## src/rtl/bclr_pkg.sv

```systemverilog
package bclr_pkg;
  typedef enum logic [1:0] {
    PH_DECODE = 2'd0,
    PH_READ   = 2'd1,
    PH_MODIFY = 2'd2,
    PH_WRITE  = 2'd3
  } phase_e;

  localparam logic [3:0] BCLR_OPCODE = 4'b1001;
endpackage

```

## src/rtl/bclr_decode.sv

```systemverilog
module bclr_decode
  import bclr_pkg::*;
#(
  parameter int IW  = 16,
  parameter int FW  = 8,
  parameter int XW  = 3,
  parameter int BW  = 4,
  parameter int OPW = 4,
  parameter logic [OPW-1:0] OPCODE = BCLR_OPCODE
) (
  input  logic          clk,
  input  logic          rst_n,
  input  phase_e        phase_i,
  input  logic [IW-1:0] instr_i,
  input  logic [BW-1:0] bsr_i,
  output logic          valid_o,
  output logic [XW-1:0] bit_o,
  output logic          use_bsr_o,
  output logic [FW-1:0] f_o,
  output logic [BW-1:0] bsr_o
);
  logic          valid_q, valid_d;
  logic [XW-1:0] bit_q, bit_d;
  logic          use_bsr_q, use_bsr_d;
  logic [FW-1:0] f_q, f_d;
  logic [BW-1:0] bsr_q, bsr_d;
  logic          load_en;

  assign load_en = (phase_i == PH_DECODE);

  always_comb begin
    valid_d   = valid_q;
    bit_d     = bit_q;
    use_bsr_d = use_bsr_q;
    f_d       = f_q;
    bsr_d     = bsr_q;
    if (load_en) begin
      valid_d   = (instr_i[IW-1 -: OPW] == OPCODE);
      bit_d     = instr_i[FW+1 +: XW];
      use_bsr_d = instr_i[FW];
      f_d       = instr_i[FW-1:0];
      bsr_d     = bsr_i;
    end
  end

  always_ff @(posedge clk or negedge rst_n) begin
    if (!rst_n) begin
      valid_q   <= 1'b0;
      bit_q     <= '0;
      use_bsr_q <= 1'b0;
      f_q       <= '0;
      bsr_q     <= '0;
    end else begin
      valid_q   <= valid_d;
      bit_q     <= bit_d;
      use_bsr_q <= use_bsr_d;
      f_q       <= f_d;
      bsr_q     <= bsr_d;
    end
  end

  assign valid_o   = valid_q;
  assign bit_o     = bit_q;
  assign use_bsr_o = use_bsr_q;
  assign f_o       = f_q;
  assign bsr_o     = bsr_q;
endmodule

```

## src/rtl/bclr_addr.sv

```systemverilog
module bclr_addr #(
  parameter int FW = 8,
  parameter int BW = 4,
  localparam int AW = FW + BW
) (
  input  logic          use_bsr_i,
  input  logic [FW-1:0] f_i,
  input  logic [BW-1:0] bsr_i,
  output logic [AW-1:0] addr_o
);
  logic [BW-1:0] bank;

  // Override off: lower half of the offset range maps to the first bank,
  // upper half to the last bank.
  always_comb begin
    if (use_bsr_i) bank = bsr_i;
    else           bank = {BW{f_i[FW-1]}};
  end

  assign addr_o = {bank, f_i};
endmodule

```

## src/rtl/bclr_modify.sv

```systemverilog
module bclr_modify
  import bclr_pkg::*;
#(
  parameter int DW = 8,
  localparam int XW = $clog2(DW)
) (
  input  logic          clk,
  input  logic          rst_n,
  input  phase_e        phase_i,
  input  logic [DW-1:0] rdata_i,
  input  logic [XW-1:0] bit_i,
  output logic [DW-1:0] wdata_o
);
  logic [DW-1:0] mask;
  logic [DW-1:0] wdata_q, wdata_d;
  logic          cap_en;

  for (genvar gi = 0; gi < DW; gi++) begin : g_mask
    assign mask[gi] = (bit_i == XW'(gi));
  end

  assign cap_en = (phase_i == PH_MODIFY);

  always_comb begin
    wdata_d = wdata_q;
    if (cap_en) wdata_d = rdata_i & ~mask;
  end

  always_ff @(posedge clk or negedge rst_n) begin
    if (!rst_n) wdata_q <= '0;
    else        wdata_q <= wdata_d;
  end

  assign wdata_o = wdata_q;


  cleared_bit_chk: assert property (@(posedge clk) disable iff (!rst_n)
    (phase_i == PH_WRITE) |-> (wdata_q[bit_i] == 1'b0));
endmodule

```

## src/rtl/bclr_unit.sv

```systemverilog
module bclr_unit
  import bclr_pkg::*;
#(
  parameter int IW  = 16,
  parameter int DW  = 8,
  parameter int FW  = 8,
  parameter int BW  = 4,
  parameter int OPW = 4,
  parameter int FLW = 5,
  localparam int XW = $clog2(DW),
  localparam int AW = FW + BW
) (
  input  logic           clk,
  input  logic           rst_n,
  input  logic [1:0]     phase_i,
  input  logic [IW-1:0]  instr_i,
  input  logic [BW-1:0]  bsr_i,
  input  logic [FLW-1:0] flags_i,
  output logic [FLW-1:0] flags_o,
  output logic [AW-1:0]  ram_addr_o,
  output logic           ram_re_o,
  input  logic [DW-1:0]  ram_rdata_i,
  output logic           ram_we_o,
  output logic [DW-1:0]  ram_wdata_o
);
  phase_e        ph;
  logic [1:0]    rst_sync_q;
  logic          rst_int_n;
  logic          dec_valid;
  logic [XW-1:0] dec_bit;
  logic          dec_use_bsr;
  logic [FW-1:0] dec_f;
  logic [BW-1:0] dec_bsr;

  assign ph = phase_e'(phase_i);

  always_ff @(posedge clk or negedge rst_n) begin
    if (!rst_n) rst_sync_q <= 2'b00;
    else        rst_sync_q <= {rst_sync_q[0], 1'b1};
  end
  assign rst_int_n = rst_sync_q[1];

  bclr_decode #(.IW(IW), .FW(FW), .XW(XW), .BW(BW), .OPW(OPW)) u_decode (
    .clk       (clk),
    .rst_n     (rst_int_n),
    .phase_i   (ph),
    .instr_i   (instr_i),
    .bsr_i     (bsr_i),
    .valid_o   (dec_valid),
    .bit_o     (dec_bit),
    .use_bsr_o (dec_use_bsr),
    .f_o       (dec_f),
    .bsr_o     (dec_bsr)
  );

  bclr_addr #(.FW(FW), .BW(BW)) u_addr (
    .use_bsr_i (dec_use_bsr),
    .f_i       (dec_f),
    .bsr_i     (dec_bsr),
    .addr_o    (ram_addr_o)
  );

  bclr_modify #(.DW(DW)) u_modify (
    .clk     (clk),
    .rst_n   (rst_int_n),
    .phase_i (ph),
    .rdata_i (ram_rdata_i),
    .bit_i   (dec_bit),
    .wdata_o (ram_wdata_o)
  );

  assign ram_re_o = dec_valid && (ph == PH_READ);
  assign ram_we_o = dec_valid && (ph == PH_WRITE);
  assign flags_o  = flags_i;


  strobe_excl_chk: assert property (@(posedge clk) disable iff (!rst_int_n)
    $onehot0({ram_re_o, ram_we_o}));


  write_after_read_chk: assert property (@(posedge clk) disable iff (!rst_int_n)
    ram_we_o |-> $past(ram_re_o, 2));


  addr_hold_chk: assert property (@(posedge clk) disable iff (!rst_int_n)
    ram_we_o |-> (ram_addr_o == $past(ram_addr_o, 2)));


  opcode_gate_chk: assert property (@(posedge clk) disable iff (!rst_int_n)
    ram_we_o |-> ($past(instr_i[IW-1 -: OPW], 3) == BCLR_OPCODE));


  offset_from_decode_chk: assert property (@(posedge clk) disable iff (!rst_int_n)
    ram_we_o |-> (ram_addr_o[FW-1:0] == $past(instr_i[FW-1:0], 3)));


  bank_from_bsr_chk: assert property (@(posedge clk) disable iff (!rst_int_n)
    (ram_we_o && $past(instr_i[FW], 3)) |-> (ram_addr_o[AW-1 -: BW] == $past(bsr_i, 3)));
endmodule

```

## config.mk

```make
export PLATFORM = sky130hd
export DESIGN_NAME = bclr_unit
export DESIGN_NICKNAME = d
export VERILOG_FILES = /design/src/rtl/bclr_pkg.sv /design/src/rtl/bclr_decode.sv /design/src/rtl/bclr_addr.sv /design/src/rtl/bclr_modify.sv /design/src/rtl/bclr_unit.sv
export SDC_FILE = /design/constraint.sdc
export NUM_CORES = 1
export LEC_CHECK = 0
export BUFFER_PORTS_ARGS = -buffer_cell sky130_fd_sc_hd__buf_4
export CAP_MARGIN = 10
export CORE_MARGIN = 4
export CORE_UTILIZATION = 35
export DETAILED_ROUTE_END_ITERATION = 8
export HOLD_SLACK_MARGIN = 0.12
export PLACE_DENSITY = 0.65
export SLEW_MARGIN = 5
export SYNTH_ARGS = -nofsm -noshare
export SYNTH_HDL_FRONTEND = slang
export SYNTH_SLANG_ARGS = --single-unit
```

## constraint.sdc

```tcl
create_clock -name clk -period 1.46 [get_ports clk]
set_clock_uncertainty 0.2 [all_clocks]
set_input_delay 0 -clock clk [delete_from_list [all_inputs] [get_ports clk]]
set_output_delay 0 -clock clk [all_outputs]
set_load 0.05 [all_outputs]
```

==> results_dict.tcl, run 1 <==
set metrics [dict create \
    path_cells "dlygate4sd3_1, buf_4, nand3b_1, dlygate4sd3_1, o2bb2ai_2" \
    crit_path_top_delay_cell "dlygate4sd3_1" \
    yosys.area.top_type_share 0.519 \
    swShare 0.369 \
    cts_made_buffers 3 \
    wl_met2_um 1540 \
    port_buffers 53 \
    multi_input_area_um2 527 \
    relSlewSlack 0.666 \
    place_ws_ns 0.176 \
    syn-cell-area_um2 1300 \
    irDropWorstVdd_v 0.000809 \
    final_common_cell "buf_4" \
    post_drt_wl_per_cell_um 13.4 \
    place_area_um2 1680 \
    antenna_found_initial 0 \
    diodes 0 \
    initial_core_util 0.375 \
    layout_common_cells "54 x buf_4, 38 x dlygate4sd3_1, 26 x dfrtp_1, 11 x mux2_4, 9 x nand2_1" \
    timing.final.crit_share 0.980 \
    arrival_ns 1.38 \
    slew_violations 0 \
    routed_via_density 4.57 \
    hold_class "in2reg" \
    die_w_um 69.0 \
    drt_iter0_drc 64 \
    cp_data_required_time_ns 1.41 \
    cts_tree "done" \
    endpoint_kind "flip-flop" \
    grt_max_degree 18 \
    grt_pass1_wl_um 4830 \
    ys_top_cells_by_area "dfrtp_1 52%, mux2_4 13%, mux2_2 6.1%" \
    p_int_mw 1.45 \
    hold_viol_final 0 \
    io_pins 64 \
    synthCells 95 \
    drt_pass1_iterations 4 \
    drcViolationCount 0 \
    fillers 288 \
    yosys.area.top_type "dfrtp_1" \
    crit_top_cell "dlygate4sd3_1" \
    power.share.sequential 0.403 \
    utilization 0.614 \
    met1_length_um 1300 \
    vias 1041 \
    cts.sinks 27 \
    ys_warn_count 0 \
    die_area_um2 4760 \
    grt.overflow.total 0 \
    setup_viol 0 \
    syn_area_per_cell_um2 13.7 \
    grt_pass1_vias 1149 \
    power.switching_uw 847 \
    dpl.hpwl_um 2080 \
    cts_buffer_depth 2 \
    start_kind "input pin" \
    pwr-share-clk 0.187 \
    path_class "in2reg" \
    final_area_um2 2130 \
    ctsRootBufferMaster "clkbuf_8" \
    max_cap_viol_count 0 \
    run_status "completed" \
    gp_congestion 0.759 \
    htreeDepth 1 \
    core.rowCount 21 \
    die_y_um 69.0 \
    drive_above_1_share 0.478 \
    setup_ws_ns 0.0287 \
    critPathMaxFanout 1 \
    max_stage_delay_ns 0.57 \
    syn-num-nets 132 \
    dr_wl_met3_um 217 \
    area_growth_syn_to_layout_pct 63.7 \
    path_clk_slew_ns 0.10 \
    post-route-min-period_ns 1.43 \
    seq_area_frac_synth 0.519 \
    core-area_um2 3470 \
    cellLeakagePower_nw 1.02 \
    regArea_um2 677 \
    cts_setup_buffers 0 \
    grt_usage 0.132 \
    nNetsFinal 220 \
    ant_nets 0 \
    p_per_area_nw_per_um2 1080 \
    clkLatencyLatePin_ns 0.27 \
    drt-total-wl_um 3070 \
    top_layer "met4" \
    worst_pin_slew_ns 0.500 \
    max_clock_freq_mhz 699 \
    total_power_mw 2.30 \
    power_frac_comb 0.410 \
    yosysUniqueCellTypes 22 \
    synth-seq-cells 27 \
]
==> worst paths after layout <==
path / start / endpoint / slack [ns] / cells past startpoint
hold reg to reg: rst_sync_q[0] / rst_sync_q[1] / 0.17 / 0
setup reg to reg: u_decode.bit_o[0] / u_modify.wdata_o[0] / 0.16 / 2
max in group asynchronous: rst_sync_q[1] / u_modify.wdata_o[2] / 0.33 / 2
setup / recovery: ram_rdata_i[1] / u_modify.wdata_o[1] / 0.03 / 5
min in group asynchronous: rst_n / rst_sync_q[1] / 0.37 / 3
hold / removal: phase_i[0] / u_decode.f_o[5] / 0.01 / 3
==> state kept, by name, indices dropped and copies added (netlist names) <==
name,cells
u_decode.valid_o,1
u_decode.use_bsr_o,1
rst_sync_q,2
u_decode.f_o,8
u_modify.wdata_o,8
u_decode.bit_o,3
u_decode.bsr_o,4
==> Yosys cell counts, drive strengths merged <==
master    n
o2bb2ai   3
buf      11
and3b     4
and3      1
nor4bb    1
conb      1
dfrtp    27
nand3b    6
mux2     18
nand2     9
nor2      2
o31a      1
a22o      4
nor3b     3
clkbuf    1
nand2b    1
nand3     1
or2b      1
==> per-stage QoR <==
stage / TNS (ns) / cells / hold WS, ns
2_1_floorplan: 0 / 95 / -0.496
5_1_grt: -0.0257 / 228 / 0.0262
4_1_cts: 0 / 227 / 0.0131
6_report: 0 / 228 / 0.0122
3_3_place_gp: 0 / 186 / -0.417
3_5_place_dp: 0 / 186 / -0.415
==> repair_timing <==
item | CTS | global route
setup endpoints to repair | 0 | 5
hold endpoints to repair | 57 | 21
hold buffers | 37 | 1
resized for setup | 0 | 6
==> worst max-delay path, delay by kind of cell <==
family	cells	cell delay (ns)
AO/OA/AOI/OAI	1	0.07
buffers and inverters	3	1.25
AND/OR/NAND/NOR	1	0.06
==> layer usage <==
layer  GRT usage  vias up
met5           0        -
met1       0.155      497
met3      0.0227        2
met4      0.0292        0
met2       0.248       42
li1            -      500
==> area by class of cell <==
class                   instances  share of cell area
repair buffers                 95               0.385
clock inverters                 1             0.00353
clock buffers                   3              0.0194
flip-flops and latches         27               0.318
well taps                      46              0.0270
multi-input cells              56               0.247
==> cell families (layout without fill, tap and decap cells) <==
group	after synthesis	after routing	share of synthesized area
AOI/OAI and AO/OA	8	8	0.0577
buffers and inverters	12	99	0.0827
DFF	27	27	0.519
muxes	18	18	0.188
other	1	1	0.00288
and+or+nand+nor	29	29	0.150
==> power groups by stage <==
| stage | logic, mW | registers, mW | clock network [mW] |
|---|---|---|---|
| global route | 0.991 | 0.942 | 0.465 |
| detailed placement | 0.820 | 0.935 | 0 |
| global placement | 0.810 | 0.931 | 0 |
| floorplan | 0.372 | 1.16 | 0 |
| CTS | 0.925 | 0.923 | 0.441 |
| finish | 0.944 | 0.926 | 0.429 |
Note: power is estimated with default switching activity, not from simulation.
==> inputs of run 2 (changes only) <==
==> constraint.sdc (replaced) <==
create_clock -name clk -period 1.46 [get_ports clk]
set_clock_uncertainty 0.2 [all_clocks]
set_input_delay 0 -clock clk [delete_from_list [all_inputs] [get_ports clk]]
set_output_delay 0 -clock clk [all_outputs]
set_load 0.02 [all_outputs]
==> results_dict.tcl, run 2 (synthesis results as in run 1) <==
set metrics [dict create \
    p_per_area_nw_per_um2 965 \
    place_area_um2 1680 \
    r2r-end "u_modify.wdata_o[0]" \
    die_y_um 69.0 \
    drt-total-wl_um 3020 \
    diodes 0 \
    rsz0062_at_grt "no" \
    max_clock_freq_mhz 699 \
    area_growth_syn_to_layout_pct 62.5 \
    htreeDepth 1 \
    arrival_ns 1.38 \
    cts_buffer_depth 2 \
    grt_pass1_vias 1149 \
    nNetsFinal 220 \
    rrSetupSlack_ns 0.16 \
    hold_class "in2reg" \
    whs_path_depth 3 \
    cts_made_buffers 3 \
    grt_pass1_wl_um 4830 \
    slew_violations 0 \
    port_buffers 53 \
    hold_ws_ns 0.0105 \
    cts.sinks 27 \
    grt_max_degree 18 \
    timing.final.crit_share 0.980 \
    irDropWorstVdd_v 0.000737 \
    setup_viol 0 \
    start_kind "input pin" \
    cellLeakagePower_nw 1.01 \
    core.rowCount 21 \
    drt_pass1_iterations 4 \
    fin_setup_tns_ns 0 \
    hold_viol_final 0 \
    layout_common_cells "57 x buf_4, 38 x dlygate4sd3_1, 27 x dfrtp_1, 11 x mux2_4, 9 x nand2_1" \
    hold_start "phase_i[0]" \
    critPathMaxFanout 1 \
    die_w_um 69.0 \
    path_clk_slew_ns 0.10 \
    post-route-min-period_ns 1.43 \
    cts_setup_buffers 0 \
    clkLatencyLatePin_ns 0.27 \
    fillers 288 \
    ctsRootBufferMaster "clkbuf_8" \
    gp_congestion 0.759 \
    final_area_um2 2110 \
    utilization 0.610 \
    path_class "in2reg" \
    antenna_found_initial 0 \
    dpl.hpwl_um 2080 \
    reg2regPathDepth 2 \
    regToRegStartpoint "u_decode.bit_o[0]" \
    routed_via_density 4.55 \
    drive_above_1_share 0.467 \
    grt_usage 0.132 \
    drcViolationCount 0 \
    die_area_um2 4760 \
    final_common_cell "buf_4" \
    endpoint_kind "flip-flop" \
    post_drt_wl_per_cell_um 13.3 \
    initial_core_util 0.375 \
    vias 1038 \
    cp-startpoint "ram_rdata_i[1]" \
    max_cap_viol_count 0 \
    core-area_um2 3470 \
    min_to "u_decode.f_o[5]" \
    drt_iter0_drc 64 \
    ant_nets 0 \
    run_status "completed" \
    io_pins 64 \
    cts_tree "done" \
    cp_data_required_time_ns 1.41 \
    grt.overflow.total 0 \
]
run 2: changes by cell type in the layout (fill, tap and decap cells not counted):
cell,previous run,this run
nand2b_1,0,1
buf_4,54,57
nand2b_2,1,0
dfrtp_1,26,27
dfrtp_2,1,0
buf_6,3,0
run 2: per-layer routing:
metal | track usage | routed length [µm]
met5 | 0 | 0
met4 | 0.0292 | 8
met3 | 0.0227 | 215
met2 | 0.248 | 1510
met1 | 0.155 | 1300
run 2: per-stage QoR:
step / total power, mW / std cells / setup slack (ns)
detailed placement: 1.53 / 186 / 0.176
finish: 2.04 / 228 / 0.0297
CTS: 2.05 / 227 / 0.0502
global route: 2.14 / 228 / 0.0000563
global placement: 1.52 / 186 / 0.206
floorplan: 1.30 / 95 / 0.112
run 2: worst max path at each step:
stage / end / depth (start not counted)
detailed placement: u_modify.wdata_o[0] / 2
CTS: u_modify.wdata_o[1] / 5
finish: u_modify.wdata_o[1] / 5
global placement: u_modify.wdata_o[0] / 2
floorplan: u_modify.wdata_o[0] / 3
global route: ram_addr_o[11] / 3
run 2: layout make-up:
type                    instances  area, µm²  area share
repair buffers                 95        808       0.382
flip-flops and latches         27        676       0.320
multi-input cells              56        524       0.248
well taps                      46       57.6      0.0272
clock buffers                   3       41.3      0.0195
clock inverters                 1       7.51     0.00355
run 2: report_power, final:
part / switching, mW / internal [mW] / total [mW]
clock: 0.237 / 0.193 / 0.430
combinational: 0.298 / 0.389 / 0.687
sequential: 0.0723 / 0.851 / 0.923
run 2: what timing repair did:
item	4_1_cts	5_1_grt
resized for setup	0	1
hold buffers	37	1
setup endpoints to repair	0	1
hold endpoints to repair	57	21
run 2: critical path, cell delays in order:
cell,delay [ns]
dlygate4sd3_1,0.55
buf_4,0.13
nand3b_1,0.06
dlygate4sd3_1,0.57
o2bb2ai_2,0.07
